[src/rtl/cal_seq_pkg.sv]
package cal_seq_pkg;

    localparam int LEN_W = 7;
    localparam int DATA_W = 24;

    typedef enum logic [1:0] {
        CK_INT_ZS = 2'b00,
        CK_INT_FS = 2'b01,
        CK_SYS_ZS = 2'b10,
        CK_SYS_FS = 2'b11
    } cal_kind_e;

    typedef struct packed {
        logic             valid;
        cal_kind_e        kind;
        logic [LEN_W-1:0] len;
    } cal_plan_t;

    function automatic logic kind_is_gain(cal_kind_e k);
        return (k == CK_INT_FS) || (k == CK_SYS_FS);
    endfunction

    function automatic logic kind_is_internal(cal_kind_e k);
        return (k == CK_INT_ZS) || (k == CK_INT_FS);
    endfunction

endpackage

[src/rtl/cal_mode_decoder.sv]
module cal_mode_decoder
    import cal_seq_pkg::*;
#(
    parameter int SHORT_CHOP   = 22,
    parameter int LONG_CHOP    = 44,
    parameter int SHORT_NOCHOP = 24,
    parameter int LONG_NOCHOP  = 48
) (
    input  logic [2:0] code,
    input  logic       chop,
    output cal_plan_t  plan
);
    always_comb begin
        plan.valid = code[2];
        plan.kind  = cal_kind_e'(code[1:0]);
        if (plan.kind == CK_INT_FS)
            plan.len = chop ? LEN_W'(LONG_CHOP) : LEN_W'(LONG_NOCHOP);
        else
            plan.len = chop ? LEN_W'(SHORT_CHOP) : LEN_W'(SHORT_NOCHOP);
    end
endmodule

[src/rtl/cal_period_counter.sv]
module cal_period_counter
    import cal_seq_pkg::*;
(
    input  logic             clk,
    input  logic             rst,
    input  logic             clr,
    input  logic             en,
    input  logic             strobe,
    input  logic [LEN_W-1:0] len,
    output logic             last
);
    logic [LEN_W-1:0] cnt;

    always_ff @(posedge clk) begin
        if (rst || clr)
            cnt <= '0;
        else if (en && strobe)
            cnt <= cnt + LEN_W'(1);
    end

    assign last = en && strobe && (cnt == len - LEN_W'(1));
endmodule

[src/rtl/cal_coef_bank.sv]
module cal_coef_bank
    import cal_seq_pkg::*;
#(
    parameter int                NCH      = 2,
    parameter logic [DATA_W-1:0] OFF_RST  = 24'h800000,
    parameter logic [DATA_W-1:0] GAIN_RST = 24'h500000,
    localparam int               CH_W     = (NCH > 1) ? $clog2(NCH) : 1
) (
    input  logic              clk,
    input  logic              rst,
    input  logic              wr_en,
    input  logic              wr_gain,
    input  logic [CH_W-1:0]   wr_ch,
    input  logic [DATA_W-1:0] wr_data,
    input  logic [CH_W-1:0]   rd_ch,
    output logic [DATA_W-1:0] off_out,
    output logic [DATA_W-1:0] gain_out
);
    logic [DATA_W-1:0] off_q  [NCH];
    logic [DATA_W-1:0] gain_q [NCH];

    for (genvar g = 0; g < NCH; g++) begin : g_ch
        always_ff @(posedge clk) begin
            if (rst) begin
                off_q[g]  <= OFF_RST;
                gain_q[g] <= GAIN_RST;
            end else if (wr_en && wr_ch == CH_W'(g)) begin
                if (wr_gain) gain_q[g] <= wr_data;
                else         off_q[g]  <= wr_data;
            end
        end
    end

    assign off_out  = off_q[rd_ch];
    assign gain_out = gain_q[rd_ch];
endmodule

[src/rtl/cal_seq_ctrl.sv]
module cal_seq_ctrl
    import cal_seq_pkg::*;
#(
    parameter int NCH          = 2,
    parameter int SHORT_CHOP   = 22,
    parameter int LONG_CHOP    = 44,
    parameter int SHORT_NOCHOP = 24,
    parameter int LONG_NOCHOP  = 48,
    localparam int CH_W        = (NCH > 1) ? $clog2(NCH) : 1
) (
    input  logic              clk,
    input  logic              rst,
    input  logic              mode_wr,
    input  logic [2:0]        mode_wdata,
    input  logic [CH_W-1:0]   chan_sel,
    input  logic              chop_en,
    input  logic              ac_bit,
    input  logic              fast_req,
    input  logic              skip_req,
    input  logic              conv_valid,
    input  logic [DATA_W-1:0] conv_result,
    input  logic [CH_W-1:0]   rd_chan,
    output logic [2:0]        mode_q,
    output logic              rdy_pin,
    output logic              rdy_status,
    output logic              filt_fast,
    output logic              filt_skip,
    output logic              exc_ac,
    output logic [DATA_W-1:0] offset_rd,
    output logic [DATA_W-1:0] gain_rd
);
    cal_plan_t       new_plan;
    cal_plan_t       plan_q;
    logic [CH_W-1:0] ch_q;
    logic            running;
    logic            start;
    logic            last;

    cal_mode_decoder #(
        .SHORT_CHOP  (SHORT_CHOP),
        .LONG_CHOP   (LONG_CHOP),
        .SHORT_NOCHOP(SHORT_NOCHOP),
        .LONG_NOCHOP (LONG_NOCHOP)
    ) u_dec (
        .code(mode_wdata),
        .chop(chop_en),
        .plan(new_plan)
    );

    assign start = !running && mode_wr && new_plan.valid;

    always_ff @(posedge clk) begin
        if (rst) begin
            running <= 1'b0;
            mode_q  <= 3'b000;
            plan_q  <= '0;
            ch_q    <= '0;
        end else if (!running) begin
            if (mode_wr) mode_q <= mode_wdata;
            if (start) begin
                running <= 1'b1;
                plan_q  <= new_plan;
                ch_q    <= chan_sel;
            end
        end else if (last) begin
            running <= 1'b0;
            mode_q  <= 3'b000;
        end
    end

    cal_period_counter u_cnt (
        .clk   (clk),
        .rst   (rst),
        .clr   (start),
        .en    (running),
        .strobe(conv_valid),
        .len   (plan_q.len),
        .last  (last)
    );

    cal_coef_bank #(.NCH(NCH)) u_bank (
        .clk     (clk),
        .rst     (rst),
        .wr_en   (last),
        .wr_gain (kind_is_gain(plan_q.kind)),
        .wr_ch   (ch_q),
        .wr_data (conv_result),
        .rd_ch   (rd_chan),
        .off_out (offset_rd),
        .gain_out(gain_rd)
    );

    assign rdy_pin    = running;
    assign rdy_status = running;
    assign filt_fast  = fast_req && !running;
    assign filt_skip  = skip_req && !running;
    assign exc_ac     = ac_bit && !(running && kind_is_internal(plan_q.kind));
endmodule

[config.mk]
export PLATFORM = sky130hd
export DESIGN_NAME = cal_seq_ctrl
export DESIGN_NICKNAME = d
export VERILOG_FILES = /design/src/rtl/cal_seq_pkg.sv /design/src/rtl/cal_mode_decoder.sv /design/src/rtl/cal_period_counter.sv /design/src/rtl/cal_coef_bank.sv /design/src/rtl/cal_seq_ctrl.sv
export SDC_FILE = /design/constraint.sdc
export NUM_CORES = 1
export LEC_CHECK = 0
export BUFFER_PORTS_ARGS = -buffer_cell sky130_fd_sc_hd__clkbuf_2
export CORE_ASPECT_RATIO = 0.9
export CORE_MARGIN = 4
export CORE_UTILIZATION = 40
export DETAILED_ROUTE_END_ITERATION = 8
export PLACE_DENSITY = 0.71
export SETUP_SLACK_MARGIN = 0.05
export SKIP_LAST_GASP = 1
export SYNTH_ARGS = -nofsm -noshare
export SYNTH_HDL_FRONTEND = slang
export SYNTH_HIERARCHICAL = 1
export SYNTH_SLANG_ARGS = --single-unit
[constraint.sdc]
create_clock -name clk -period 3.95 [get_ports clk]
set_input_delay 0.5925 -clock clk [delete_from_list [all_inputs] [get_ports clk]]
set_output_delay 0.5925 -clock clk [all_outputs]
set_load 0.005 [all_outputs]
# Yosys cells after proc, flatten, opt, wreduce, memory -nomap -nowiden
# Memories as Yosys holds them, arrays and structs flattened.
# Index checks and enable logic that the tools add are counted.
dict set report word_totals {
  reg_bits 21
  ramBits 96
  in_bits 37
  out_inout_bits 56
  mem_count 2
}
# name words width rd rd_clocked_by_memory_dff write_ports line_no
set memory_table {}
lappend memory_table {u_bank.gain_q 2 24 1 0 2 cal_coef_bank.sv:20} ;# logic [DATA_W-1:0] gain_q [NCH];
lappend memory_table {u_bank.off_q 2 24 1 0 2 cal_coef_bank.sv:19} ;# logic [DATA_W-1:0] off_q [NCH];
dict set report classes {
  addsub 2
  n_eq_ne 5
  n_mux 29
  n_bitwise 6
  n_reduce_logical 19
}
# operator n
set op_table {}
lappend op_table {{$mux W24} 4}
lappend op_table {{$mux W1} 19}
lappend op_table {{$logic_and A1 B1 Y1} 10}
lappend op_table {{$mux W3} 3}
lappend op_table {{$add A7 B1 Y7 const B} 1}
lappend op_table {{$eq A7 B7 Y1} 1}
lappend op_table {{$mux W7} 1}
lappend op_table {{$sub A7 B1 Y7 const B} 1}
lappend op_table {{$mux W5} 1}
lappend op_table {{$eq A2 B1 Y1 const B} 2}
lappend op_table {{$mux W4} 1}
lappend op_table {{$or A1 B1 Y1} 4}
lappend op_table {{$reduce_and A2 Y1} 2}
lappend op_table {{$logic_or A1 B1 Y1} 3}
lappend op_table {{$eq A2 B2 Y1 const B} 1}
lappend op_table {{$logic_not A1 Y1} 2}
lappend op_table {{$logic_not A2 Y1} 1}
lappend op_table {{$ne A2 B1 Y1 const B} 1}
lappend op_table {{$not A1 Y1} 2}
lappend op_table {{$reduce_bool A2 Y1} 1}

# Depth between registers and ports, before layout
# Gate-level depths: netlist of run 1.
dict set report depth {
  word_depth 8
  ltp_mapped 9
  mapped_depth_nobuf 8
}

# By module
# The synthesis of run 1 kept the hierarchy.
# module instances cells_each area_each_um2 seq_area_each_um2
set modules_own_cells {}
lappend modules_own_cells {cal_coef_bank 1 263 4227.8 2882.8}
lappend modules_own_cells {cal_seq_ctrl 1 67 685.7 280.3}
lappend modules_own_cells {cal_period_counter 1 62 540.5 140.1}
lappend modules_own_cells {cal_mode_decoder 1 12 90.1 0.0}

# Worst setup path after synthesis of run 1
# OpenSTA, ideal clock, no wires.
dict set report synth_path {
  path_type {input to register}
  startpoint {input port conv_valid}
  endpoint {memory u_bank.gain_q[0][0] (enable)}
  setup_time_ns 0.366
  t_arrival_ns 2.260
  t_required_ns 3.584
  slack_ns 1.324
  path_stages 5
  path_buffers 1
  cell_sequence {and2_1 -> clkbuf_1 -> nand3_1 -> a2111oi_2 -> a31o_2}
}
# item line_no
set synth_rtl {}
lappend synth_rtl {{from (decl)} cal_seq_ctrl.sv:20} ;# input logic conv_valid,
lappend synth_rtl {{to (decl)} cal_coef_bank.sv:20}

==> results of run 1 <==
## per-layer routing
layer	up-vias	global-route usage
li1	1590	-
met1	1588	0.171
met2	98	0.242
met3	16	0.0553
met4	2	0.0564
met5	-	0
## cell usage in the layout (no fill, tap or decap), types with 2 or more instances in the layout
cell type   count
a31o_2          4
and2_1         91
and2b_1         2
and3_1          2
buf_4           4
bufinv_16       3
clkbuf_16      17
clkbuf_2       92
clkinv_1        4
clkinv_2        2
clkinvlp_4      2
conb_1          2
dfxtp_1        21
edfxtp_1       96
ha_1            4
inv_1           7
mux2_2         49
mux2i_1        12
nand2_1         3
nand2b_1       31
nand4_1         3
nand4bb_1       3
nor2_1          8
nor2b_1         2
nor3_1          2
o21ai_0         3
xnor2_1         5
xor2_1          7
## layout make-up
| type | instances | area share |
|---|---|---|
| clock inverter | 12 | 0.0210 |
| clock buffer | 18 | 0.0649 |
| multi-input combinational | 253 | 0.305 |
| tap | 168 | 0.0318 |
| inverter | 7 | 0.00397 |
| timing repair buffer | 96 | 0.0741 |
| sequential | 117 | 0.499 |
## flip-flops by register name (all words and copies together) (netlist names)
name and count:
u_bank/off_q 48, u_bank/gain_q 48, u_cnt/cnt 7, ch_q 1, rdy_pin 1, mode_q 3, plan_q 9
## worst paths after layout
check / slack (ns) / from / cells after the start / end
max: 1.22 / rdy_pin$_SDFF_PP0_ / 6 / u_bank/off_q[1][23]$_SDFFCE_PN1P_
min: 0.46 / chan_sel / 3 / ch_q$_SDFFE_PP0P_
max reg2reg: 1.22 / rdy_pin$_SDFF_PP0_ / 6 / u_bank/off_q[1][23]$_SDFFCE_PN1P_
min reg2reg: 0.49 / plan_q[8]$_SDFFE_PP0P_ / 2 / plan_q[8]$_SDFFE_PP0P_
## power by group
| part | total [uW] | internal, uW | leakage, uW | switching, uW |
|---|---|---|---|---|
| Sequential | 1390 | 1370 | 0.00114 | 20.9 |
| Clock | 1480 | 971 | 0.000272 | 509 |
| Combinational | 200 | 97.6 | 0.00121 | 102 |
| Total | 3070 | 2440 | 0.00262 | 632 |
## synthesized netlist by cell type (2+ instances only)
cell       instances  area [sq um]
xor2_1             7          61.3
nand2b_1          31           194
nor2_1             8          30.0
dfxtp_1           21           420
nand4_1            3          18.8
inv_1              7          26.3
and2_1            91           569
mux2_2            49           552
a31o_2             4          35.0
xnor2_1            5          43.8
nand2_1            3          11.3
nand4bb_1          3          33.8
nor2b_1            2          12.5
mux2i_1           12           120
buf_4              9          67.6
edfxtp_1          96          2880
nor3_1             2          10.0
ha_1               4          50.1
and2b_1            2          15.0
and3_1             2          12.5
o21ai_0            3          15.0
clkbuf_1           6          22.5
buf_6              5          56.3
buf_2              7          35.0
## tightest hold or removal path: cells and delay by family
family / cells / cell delay (ns)
AND/OR/NAND/NOR: 1 / 0.06
buffers and inverters: 1 / 0.10
multiplexers: 1 / 0.06
## per-stage QoR
step	hold slack, ns	power (uW)	util
CTS	0.439	3110	0.491
floorplan	0.447	1540	-
detailed placement	0.472	1620	0.449
finish	0.464	3070	0.491
global route	0.451	3180	0.491
global placement	0.463	1610	0.449
## kinds of logic (layout without fill, tap and decap cells)
group                    count (synthesis)  after routing  share of synthesized area
AO/OA/AOI/OAI                           14             14                     0.0205
XOR/XNOR                                12             12                     0.0190
adder cells (fa/ha/maj)                  4              4                    0.00903
buffers and inverters                   35            133                     0.0411
flip-flops                             117            117                      0.596
multiplexers                            61             61                      0.121
other                                    1              2                   0.000676
AND/OR/NAND/NOR                        160            160                      0.193
==> results.cfg, run 1 <==
[run_status]
status = completed

[sta]
slew_headroom = 0.461
period_share = 0.692
fin_ws_ns = 1.22
fin_setup_tns_ns = 0
slew_violations = 0
tightest_slew_ns = 0.809
max_freq_ghz = 0.366
setup_viol_count_final = 0
fin_worst_skew_ns = 0.00825
grt_setup_unrepaired = false
period_minus_slack_ns = 2.73
hold_viol = 0

[synth]
ys_seq_area_frac = 0.596
async_reset_ff_frac = 0
synth_cells = 404
avgSynthCellArea_sq_um = 13.7
ys_ff_latch = 117
syn-cell-area_sq_mm = 0.00554
ys.flop_type = edfxtp_1
ys_types = 46
synth_edf_count = 96
yosysWarningCount = 6

[clock_network]
cts_tree = done
cts_root_buffer = clkbuf_16
clock_path_buffers = 2
clkSinkCount = 117
path_clk_slew_ns = 0.05
clock_latency_ns = 0.41
htreeDepth = 4
postCtsSetupBuffers = 0
postCtsResizedCells = 0
ctsHoldBuffers = 0
cts_made_buffers = 17

[finish]
regArea_sq_mm = 0.00330
antenna_cells = 0
syn2layout_area_growth_pct = 19.3
layout-drive-gt1-share = 0.364
postLayoutCellArea_sq_mm = 0.00662
fill_cells = 1178
layout.cells.non_filler = 671
multi_input_area_sq_mm = 0.00202
nets = 533

[power]
power.density_mw_per_mm2 = 464
ir_drop_mv = 0.298
p_leak_uw = 0.00262

[floorplanning]
pin_count = 93
coreArea_sq_mm = 0.0135
die_h_um = 120
rows = 40
die_x_um = 132
initial_core_util = 0.412
dieArea_sq_mm = 0.0158

[grt]
grt_pass1_wl_um = 17600
antenna_found_initial = 1
grt_pass1_vias = 3460
grt_max_degree = 37
gr-usage-all-layers = 0.145
grt-ovfl-total = 0

[worst_setup_path]
worst-setup-path-type = reg -> reg
crit_chain = and2_1, nand3_1, a2111oi_2, buf_4, and4bb_1, nand2b_1
arrival_ns = 2.86
critical_path_required_ns = 4.08
start_kind = flop
worst_setup_path_end_kind = flop
cp_slowest_cell = and4bb_1
critPathMaxStageDelay_ns = 0.75
cp_num_buf_inv = 1
path_delay_family = simple AND/OR/NAND/NOR gates
critPathMaxFanout = 24

[detailed_routing]
met1_length_um = 4770
avgRoutedWirePerCell_um = 16.2
dr.first_iter.drc_count = 172
drcViolationCount = 0
finalWirelength_um = 10900
via_per_inst = 4.91
antenna_left = 0
wl_met3_um = 699
wl_met2_um = 5210
first_pass_iters = 4
dr_total_vias = 3294
dr.max_layer_used = met5

[placed_design]
numPortBuffers = 92
placed_cells = 641
post_dp_cell_area_sq_mm = 0.00605
hpwlAfterDp_um = 6940
dp_slack_ns = 1.15
place_congestion = 0.741

[flow_run]
cap_violations = 0

[min_path]
hp-class = in -> reg
Power figures use the tool's default switching activity.
==> inputs of run 2 (changes only) <==
==> constraint.sdc (replaced) <==
create_clock -name clk -period 2.6 [get_ports clk]
set_input_delay 0.39 -clock clk [delete_from_list [all_inputs] [get_ports clk]]
set_output_delay 0.39 -clock clk [all_outputs]
set_load 0.005 [all_outputs]
==> run 2 against run 1 <==
Non-clock buffer count grew 8; via count grew 3.9%; setup slack lost 1.0 ns; critical path depth grew 4; sequential power grew 52%; register-to-register slack lost 1.0 ns; largest power group unchanged; highest routed layer unchanged.
==> results.cfg, run 2 (synthesized netlist as in run 1, its figures left out) <==
[floorplanning]
die_h_um = 120
dieArea_sq_mm = 0.0158
die_x_um = 132
rows = 40
pin_count = 93
initial_core_util = 0.412
coreArea_sq_mm = 0.0135

[sta]
period_share = 0.934
hold_viol = 0
grt_setup_unrepaired = true
period_minus_slack_ns = 2.43
setup_viol_count_final = 0
slew_headroom = 0.601
fin_worst_skew_ns = 0.0126
max_freq_ghz = 0.412
fin_setup_tns_ns = 0
slew_violations = 0
tightest_slew_ns = 0.598

[detailed_routing]
finalWirelength_um = 11600
dr.first_iter.drc_count = 200
avgRoutedWirePerCell_um = 17.0
dr_total_vias = 3422
via_per_inst = 5.02
first_pass_iters = 5
antenna_left = 0
drcViolationCount = 0

[grt]
grt_pass1_wl_um = 18300
grt_pass1_vias = 3595
grt_max_degree = 37
grt-ovfl-total = 0
gr-usage-all-layers = 0.148
antenna_found_initial = 1

[clock_network]
clock_latency_ns = 0.41
clock_path_buffers = 2
cts_tree = done
cts_root_buffer = clkbuf_16
clkSinkCount = 117
ctsHoldBuffers = 0
path_clk_slew_ns = 0.05
htreeDepth = 4
postCtsResizedCells = 0
cts_made_buffers = 17
postCtsSetupBuffers = 0

[finish]
syn2layout_area_growth_pct = 22.2
layout_commonest_cell = edfxtp_1
antenna_cells = 0
fill_cells = 1151
layout-drive-gt1-share = 0.387
mostFrequentLayoutCells = edfxtp_1, clkbuf_2, and2_1
nets = 543
postLayoutCellArea_sq_mm = 0.00678
top_regs = u_bank/gain_q: 48 flops, u_bank/off_q: 48 flops, plan_q: 9 flops

[worst_setup_path]
critPathMaxStageDelay_ns = 0.43
worst-setup-path-type = reg -> reg
cp_num_buf_inv = 3
path_delay_family = simple AND/OR/NAND/NOR gates
start_kind = flop
critPathMaxFanout = 24
worst_setup_path_end_kind = flop
cp_slowest_cell = dfxtp_1
crit_chain = inv_1, ha_1, nand2b_1, a21o_1, a32oi_1, a2111oi_2, buf_4, and4bb_1, buf_12, and2_1
critical_path_required_ns = 2.76
arrival_ns = 2.59

[run_status]
status = completed

[placed_design]
numPortBuffers = 92
hpwlAfterDp_um = 7170
post_dp_cell_area_sq_mm = 0.00617
place_congestion = 0.757

[power]
p_leak_uw = 0.00270
power.density_mw_per_mm2 = 694
ir_drop_mv = 0.527

[flow_run]
cap_violations = 0

[min_path]
hp-class = in -> reg
run 2: cell types whose count changed in the layout (fill, tap and decap cells not counted):
cell	previous run	this run
clkinvlp_4	2	3
clkbuf_1	1	0
inv_6	0	3
and4b_2	0	1
and4bb_2	0	1
clkinv_1	4	0
clkinv_4	1	4
buf_6	0	1
bufinv_16	3	2
buf_4	4	6
buf_12	0	5
run 2: area by class of cell:
class | count | area, sq um | share of cell area
Sequential cell | 117 | 3300 | 0.487
Multi-Input combinational cell | 255 | 2040 | 0.301
Timing Repair Buffer | 104 | 617 | 0.0910
Clock buffer | 17 | 425 | 0.0628
Tap cell | 168 | 210 | 0.0310
Clock inverter | 14 | 154 | 0.0227
Inverter | 7 | 26.3 | 0.00388
run 2: path summary, 6_finish.rpt:
kind	start	slack, ns	cells after the start	endpoint
worst max register to register	plan_q[0]$_SDFFE_PP0P_	0.17	10	u_bank/off_q[1][14]$_SDFFCE_PN0P_
worst min-delay path	chan_sel	0.25	3	ch_q$_SDFFE_PP0P_
worst min register to register	mode_q[0]$_SDFFE_PP0P_	0.48	2	mode_q[0]$_SDFFE_PP0P_
worst max-delay path	plan_q[0]$_SDFFE_PP0P_	0.17	10	u_bank/off_q[1][14]$_SDFFCE_PN0P_
run 2: metal layers:
metal	vias to the layer above	track usage	share of wire
met5	-	0	0.0014
met4	2	0.0472	0.0068
met3	9	0.0478	0.051
met2	82	0.260	0.51
met1	1706	0.173	0.43
li1	1623	-	-
run 2: per-stage QoR:
stage | std cells | hold WS, ns | total power [uW] | worst slack [ns] | util
finish | 682 | 0.246 | 4700 | 0.170 | 0.503
global route | 682 | 0.255 | 4880 | 0.0428 | 0.503
CTS | 680 | 0.237 | 4750 | 0.150 | 0.501
detailed placement | 649 | 0.472 | 2480 | 0.185 | 0.458
global placement | 649 | 0.461 | 2470 | 0.264 | 0.458
floorplan | 405 | 0.447 | 2340 | 0.0481 | -
run 2: power by group:
part | switching, uW | internal, uW
combinational | 166 | 164
sequential | 29.8 | 2080
clock | 850 | 1410
total | 1050 | 3660
run 2: worst min-delay path: stages:
cell and delay, ns:
clkbuf_2 0.08, nand2b_1 0.07, mux2i_1 0.06
